File: config.mk
export PLATFORM = sky130hd
export DESIGN_NAME = ptp_tick_clock
export DESIGN_NICKNAME = d
export VERILOG_FILES = /design/src/rtl/ptc_pkg.sv /design/src/rtl/ptc_rate_accum.sv /design/src/rtl/ptc_time_core.sv /design/src/rtl/ptc_target_cmp.sv /design/src/rtl/ptp_tick_clock.sv
export SDC_FILE = /design/constraint.sdc
export NUM_CORES = 1
export LEC_CHECK = 0
export BUFFER_PORTS_ARGS = -buffer_cell sky130_fd_sc_hd__buf_2
export CORE_UTILIZATION = 60
export DETAILED_ROUTE_END_ITERATION = 10
export GPL_ROUTABILITY_DRIVEN = 0
export PLACE_DENSITY_LB_ADDON = 0.2
export SYNTH_ARGS = -nofsm -noshare
export SYNTH_HDL_FRONTEND = slang
export SYNTH_HIERARCHICAL = 1
export SYNTH_SLANG_ARGS = --single-unit
File: constraint.sdc
create_clock -name clk -period 6.8 [get_ports clk]
set_clock_uncertainty 0.15 [all_clocks]
set_input_delay 0.68 -clock clk [delete_from_list [all_inputs] [get_ports clk]]
set_output_delay 0.68 -clock clk [all_outputs]
set_load 0.02 [all_outputs]
File: src/rtl/ptc_pkg.sv
package ptc_pkg;
   localparam int ADDR_W = 3;

   typedef enum logic [ADDR_W-1:0] {
      RA_RATE    = 3'd0,
      RA_TLO     = 3'd1,
      RA_THI     = 3'd2,
      RA_CMP_LO  = 3'd3,
      RA_CMP_HI  = 3'd4,
      RA_CEIL_EN = 3'd5,
      RA_CEIL    = 3'd6,
      RA_FLAG    = 3'd7
   } ptc_reg_e;
endpackage

File: src/rtl/ptc_rate_accum.sv
module ptc_rate_accum #(
   parameter int ACC_W = 32
) (
   input  logic             clk,
   input  logic             rst_n,
   input  logic             clear,
   input  logic [ACC_W-1:0] rate,
   output logic             tick
);
   logic [ACC_W-1:0] acc_q;
   logic [ACC_W:0]   sum;

   assign sum  = {1'b0, acc_q} + {1'b0, rate};
   assign tick = sum[ACC_W] & ~clear;

   always_ff @(posedge clk) begin
      if (!rst_n)      acc_q <= '0;
      else if (clear)  acc_q <= '0;
      else             acc_q <= sum[ACC_W-1:0];
   end
endmodule

File: src/rtl/ptc_time_core.sv
module ptc_time_core #(
   parameter int WORD_W    = 32,
   parameter bit HAS_CEIL  = 1'b1
) (
   input  logic              clk,
   input  logic              rst_n,
   input  logic              tick,
   input  logic              load,
   input  logic [WORD_W-1:0] load_lo,
   input  logic [WORD_W-1:0] load_hi,
   input  logic              ceil_en,
   input  logic [WORD_W-1:0] ceil_val,
   output logic [WORD_W-1:0] lo,
   output logic [WORD_W-1:0] hi
);
   logic [WORD_W-1:0] limit;

   generate
      if (HAS_CEIL) begin : g_ceil
         assign limit = ceil_en ? ceil_val : '1;
      end else begin : g_noceil
         logic unused_ok;
         assign unused_ok = ceil_en ^ (^ceil_val);
         assign limit = '1;
      end
   endgenerate

   always_ff @(posedge clk) begin
      if (!rst_n) begin
         lo <= '0;
         hi <= '0;
      end else if (load) begin
         lo <= load_lo;
         hi <= load_hi;
      end else if (tick) begin
         if (lo >= limit) begin
            lo <= '0;
            hi <= hi + WORD_W'(1);
         end else begin
            lo <= lo + WORD_W'(1);
         end
      end
   end
endmodule

File: src/rtl/ptc_target_cmp.sv
module ptc_target_cmp #(
   parameter int TIME_W = 64
) (
   input  logic              clk,
   input  logic              rst_n,
   input  logic [TIME_W-1:0] now,
   input  logic [TIME_W-1:0] target,
   output logic              hit
);
   logic reached;
   logic reached_q;

   assign reached = (now >= target);
   assign hit     = reached & ~reached_q;

   always_ff @(posedge clk) begin
      if (!rst_n) reached_q <= 1'b0;
      else        reached_q <= reached;
   end
endmodule

File: src/rtl/ptp_tick_clock.sv
module ptp_tick_clock
   import ptc_pkg::*;
#(
   parameter int                WORD_W     = 32,
   parameter int                ACC_W      = 32,
   parameter logic [ACC_W-1:0]  RATE_RST   = 'hA000_0000,
   parameter logic [WORD_W-1:0] CMP_LO_RST = 'd1,
   parameter bit                HAS_CEIL   = 1'b1
) (
   input  logic              clk,
   input  logic              rst_n,
   input  logic              reg_wr,
   input  logic              reg_rd,
   input  logic [2:0]        reg_addr,
   input  logic [31:0]       reg_wdata,
   output logic [31:0]       reg_rdata,
   output logic [63:0]       time_now,
   output logic              target_hit
);
   localparam int TIME_W = 2 * WORD_W;

   generate
      if (WORD_W != 32) begin : g_bad_word
         $error("ptp_tick_clock: WORD_W must match the 32-bit register port");
      end
      if (ACC_W > WORD_W || ACC_W < 4) begin : g_bad_acc
         $error("ptp_tick_clock: ACC_W must lie in 4..WORD_W");
      end
   endgenerate

   logic [ACC_W-1:0]  rate_q;
   logic [WORD_W-1:0] stage_lo_q, shadow_hi_q;
   logic [WORD_W-1:0] cmp_lo_q, cmp_hi_q, ceil_q;
   logic              ceil_en_q, flag_q;
   logic [WORD_W-1:0] t_lo, t_hi;
   logic              tick, load_time, hit;

   logic wr_rate, wr_tlo, wr_thi, wr_clo, wr_chi, wr_cen, wr_ceil, wr_flag, rd_tlo;
   assign wr_rate = reg_wr && (reg_addr == RA_RATE);
   assign wr_tlo  = reg_wr && (reg_addr == RA_TLO);
   assign wr_thi  = reg_wr && (reg_addr == RA_THI);
   assign wr_clo  = reg_wr && (reg_addr == RA_CMP_LO);
   assign wr_chi  = reg_wr && (reg_addr == RA_CMP_HI);
   assign wr_cen  = reg_wr && (reg_addr == RA_CEIL_EN);
   assign wr_ceil = reg_wr && (reg_addr == RA_CEIL);
   assign wr_flag = reg_wr && (reg_addr == RA_FLAG);
   assign rd_tlo  = reg_rd && (reg_addr == RA_TLO);
   assign load_time = wr_thi;

   ptc_rate_accum #(.ACC_W(ACC_W)) u_accum (
      .clk   (clk),
      .rst_n (rst_n),
      .clear (load_time),
      .rate  (rate_q),
      .tick  (tick)
   );

   ptc_time_core #(.WORD_W(WORD_W), .HAS_CEIL(HAS_CEIL)) u_core (
      .clk      (clk),
      .rst_n    (rst_n),
      .tick     (tick),
      .load     (load_time),
      .load_lo  (stage_lo_q),
      .load_hi  (reg_wdata),
      .ceil_en  (ceil_en_q),
      .ceil_val (ceil_q),
      .lo       (t_lo),
      .hi       (t_hi)
   );

   ptc_target_cmp #(.TIME_W(TIME_W)) u_cmp (
      .clk    (clk),
      .rst_n  (rst_n),
      .now    ({t_hi, t_lo}),
      .target ({cmp_hi_q, cmp_lo_q}),
      .hit    (hit)
   );

   always_ff @(posedge clk) begin
      if (!rst_n) begin
         rate_q      <= RATE_RST;
         stage_lo_q  <= '0;
         shadow_hi_q <= '0;
         cmp_lo_q    <= CMP_LO_RST;
         cmp_hi_q    <= '0;
         ceil_en_q   <= 1'b0;
         ceil_q      <= '0;
         flag_q      <= 1'b0;
      end else begin
         if (wr_rate) rate_q     <= reg_wdata[ACC_W-1:0];
         if (wr_tlo)  stage_lo_q <= reg_wdata;
         if (wr_clo)  cmp_lo_q   <= reg_wdata;
         if (wr_chi)  cmp_hi_q   <= reg_wdata;
         if (wr_cen)  ceil_en_q  <= reg_wdata[0];
         if (wr_ceil) ceil_q     <= reg_wdata;
         if (rd_tlo)  shadow_hi_q <= t_hi;
         if (hit)                         flag_q <= 1'b1;
         else if (wr_flag && reg_wdata[0]) flag_q <= 1'b0;
      end
   end

   always_comb begin
      unique case (reg_addr)
         RA_RATE:    reg_rdata = WORD_W'(rate_q);
         RA_TLO:     reg_rdata = t_lo;
         RA_THI:     reg_rdata = shadow_hi_q;
         RA_CMP_LO:  reg_rdata = cmp_lo_q;
         RA_CMP_HI:  reg_rdata = cmp_hi_q;
         RA_CEIL_EN: reg_rdata = WORD_W'(ceil_en_q);
         RA_CEIL:    reg_rdata = ceil_q;
         RA_FLAG:    reg_rdata = WORD_W'(flag_q);
         default:    reg_rdata = '0;
      endcase
   end

   assign time_now   = {t_hi, t_lo};
   assign target_hit = hit;
endmodule

==> PnR_summary.wiki <==
{| class="wikitable"
! Metric !! Value
|-
| Post-synthesis instance area || around 0.018 mm²
|-
| Number of cells traversed by the worst hold path || 2
|-
| Met3 routed WL || 5340 µm
|-
| Hold-fix buffers, CTS || 0
|-
| Uppermost layer routed || met4
|-
| Die H || 177 µm
|-
| Core area || 0.0299 mm²
|-
| Initial DRC Count || 1,808
|-
| Met2 wire length || between 20,000 and 30,000 µm
|-
| Final critical delay including setup and external delays || 4.65 ns
|-
| Measured slew at the worst slew-check pin || 1.32 ns
|-
| Horizontal extent of the die || 177 µm
|-
| Total number of clock tree sinks || 291
|-
| # diodes || 0
|-
| Drc violations || 0
|-
| Instance count of the mapped netlist || 2,379
|-
| Clock network latency to the later pin of the worst-skew pair || ~0.53 ns
|-
| Relative area change from synthesis to final layout || 9.61%
|-
| Most common cell after layout, fill and taps aside || nand2_1
|-
| Fin worst setup slack || 2.15 ns
|-
| Critical Path Source Type || flop
|-
| Critical path type || flop to flop
|-
| Number of detailed-route iterations in the first pass || 5
|-
| FMAX || roughly 0.22 GHz
|-
| Required time at the worst-slack endpoint || 7.11 ns
|-
| Clock share of power || 0.443
|-
| Capture instance of the worst register-to-register path || u_core/hi[17]
|-
| Fraction of the yosys area taken by sequential cells || 0.317
|-
| Synth warn || 6
|-
| VDD IR-drop max || ~0.18 mV
|-
| Effective utilization at floorplan || 0.614
|-
| Number of input and output port buffers inserted || 135
|-
| Clock slew seen by the registers of the worst setup and hold paths || 0.06 ns
|-
| Total number of placement rows || 63
|-
| Type of destination of the critical path || flop
|-
| Layout fillers || 2,546
|-
| Sw Share || 0.272
|-
| Cts bufs inserted || 35
|-
| Setup_tns || 0 ns
|-
| Final cycle utilization of the critical path || 0.684
|-
| Worst-case register-to-register setup slack || 2.15 ns
|-
| Total internal power || 2940 µW
|-
| FFs w/ async S/R, synth || 0
|-
| Final Hold Violating Endpoints || 0
|-
| Portion of total power attributed to sequential cells || 0.439
|-
| Reg2Reg Depth || 14
|-
| Commonest cells after routing, fill and taps aside || nand2_1, dfxtp_1, a21oi_1
|-
| TritonCTS clock tree || yes
|-
| Number of antenna violations at the first check in global routing || 0
|-
| Number of buffers between clock root and the deepest sink || 3
|-
| Vias in the first global route || 17,000
|-
| Hold crit path type || flop to flop
|-
| Average cell area after synthesis || 7.71 µm²
|-
| Area of the die || about 0.031 mm²
|-
| Combinational group share of total power || 0.118
|-
| CTS H-tree lvls || 2
|-
| Share of layout cells above drive strength 1 || 0.110
|-
| Unique masters post-synth || 93
|-
| Quantity of gates resized following cts || 0
|-
| Synthesized netlist net count || 2,549
|-
| Main flop type after synthesis || dfxtp_1
|-
| First-pass GRT wire length || 92,300 µm
|-
| Via count of the routed design || 18,400
|-
| # nets final || 2,587
|-
| Run status || completed
|-
| Count of max-cap constraint violations || 0
|-
| Net Sw Power || 1100 µW
|-
| Top-level I/O count || 136
|-
| Pin count of the biggest net entering global routing || 98
|-
| Reg2Reg Launch Point || rate_q[0]
|-
| Post-placement setup slack || 2.25 ns
|-
| Max transition margin || 0.115
|-
| WP data arrival || 4.96 ns
|-
| Buffer count from post-CTS setup fixing || 0
|-
| Detail-routed net length per standard cell || 21.3 µm
|-
| Seq cells post-synth || between 200 and 300
|-
| Final antenna-violating net count || 0
|-
| Post-detail-place hpwl || 42,600 µm
|-
| Unrepaired setup endpoints after global routing || no
|-
| Clock Root Buffer || clkbuf_16
|-
| Final number of setup-violating endpoints || 0
|-
| Vias per Instance || 6.52
|-
| Crit path max fanout || 33
|-
| Detailed-route wire length || ~60,000 µm
|-
| Leakage component of the power || 0.00779 µW
|-
| Max-slew violation count || 0
|-
| Global route total overflow || 0
|-
| M1 WL || ~24,000 µm
|-
| Global routing usage summed across all routing layers || 0.377
|-
| Destination of the worst hold path || shadow_hi_q[7]
|-
| Power per Cell Area || between 200 and 250 mW/mm²
|-
| Worst Min Path Start || shadow_hi_q[7]
|-
| EDFF count, synth || 0
|}
-- kinds of logic (layout without fill, tap and decap cells) --
| group | after synthesis | in the layout | synth area share |
|---|---|---|---|
| fa+ha+maj | 131 | 131 | 0.0897 |
| buf+inv | 260 | 316 | 0.0597 |
| simple gates | 926 | 926 | 0.229 |
| mux | 46 | 46 | 0.0258 |
| compound gates | 688 | 688 | 0.260 |
| flops | 291 | 291 | 0.317 |
| xor+xnor | 37 | 37 | 0.0177 |
-- critical path, cell delays in order (launching register included) --
cell and delay (ns):
dfxtp_1 0.33, ha_1 0.24, fa_1 0.42, a21o_2 0.25, a31oi_2 0.26, nor2_1 0.13, o2111ai_1 0.32, a31oi_1 0.19
nand3_1 0.22, o21ai_2 0.07, buf_4 0.29, or2_2 0.53, o21a_1 0.29, nor2_2 0.60, o221a_2 0.30
-- power groups by stage --
stage                     clock network (µW)  logic, µW  registers, µW
final                                   1790        475           1780
after CTS                               1800        461           1770
after global routing                    1870        504           1780
after floorplan                            0        307           1800
after detailed placement                   0        459           1810
after global placement                     0        449           1810
-- layout make-up --
class	instances	area (µm²)	area share
inverter	99	372	0.0185
timing repair buffer	162	887	0.0441
clock inverter	9	81.3	0.00404
clock buffer	46	987	0.0491
tap	390	488	0.0243
multi-input combinational	1828	11500	0.570
sequential	291	5830	0.290
-- worst max path at each step --
| stage | depth (start not counted) | to | from |
|---|---|---|---|
| 5_1_grt | 8 | u_core/hi[13] | ceil_en_q |
| 3_3_place_gp | 10 | u_core/hi[11] | reg_addr[1] |
| 3_5_place_dp | 10 | u_core/hi[11] | reg_addr[1] |
| 4_1_cts | 14 | u_core/hi[17] | rate_q[0] |
| 6_report | 14 | u_core/hi[17] | rate_q[0] |
| 2_1_floorplan | 14 | u_core/hi[11] | rate_q[0] |
-- synth_stat cells, types with 11 or more instances --
master / instances / area share
a21oi_1: 200 / 0.055
mux2i_1: 35 / 0.019
nand2_1: 497 / 0.10
inv_1: 98 / 0.020
nor2b_1: 51 / 0.017
and3_1: 17 / 0.0058
o22a_1: 12 / 0.0057
a21boi_0: 93 / 0.038
nor3b_1: 13 / 0.0053
mux2_2: 11 / 0.0067
o211ai_1: 16 / 0.0065
ha_1: 130 / 0.089
a31oi_1: 17 / 0.0058
a21o_1: 22 / 0.0090
clkbuf_1: 90 / 0.018
nand4_1: 46 / 0.016
xnor2_1: 23 / 0.011
nor4_1: 12 / 0.0041
dfxtp_1: 291 / 0.32
buf_2: 49 / 0.013
a211oi_1: 29 / 0.012
a21boi_1: 98 / 0.040
xor2_1: 14 / 0.0067
o21ai_0: 43 / 0.012
a22oi_1: 33 / 0.013
nand3_1: 56 / 0.015
nor2_1: 140 / 0.029
o21a_1: 14 / 0.0057
nor3_1: 27 / 0.0074
and2_1: 12 / 0.0041
-- per-layer routing --
layer	GRT usage	up-vias
met5	0	-
met4	0.253	0
met3	0.0595	244
met2	0.605	1057
met1	0.465	8653
li1	-	8464
-- stage by stage --
| step | utilization | instances | total power [µW] | instance area [µm²] | hold WS [ns] |
|---|---|---|---|---|---|
| global route | 0.673 | 2825 | 4150 | 20100 | 0.323 |
| global placement | 0.638 | 2770 | 2260 | 19000 | 0.293 |
| floorplan | - | 2379 | 2110 | 18400 | 0.284 |
| CTS | 0.673 | 2825 | 4040 | 20100 | 0.307 |
| detailed placement | 0.638 | 2770 | 2270 | 19000 | 0.300 |
| finish | 0.673 | 2825 | 4040 | 20100 | 0.305 |
No activity file was read; power rests on OpenSTA's default activity.
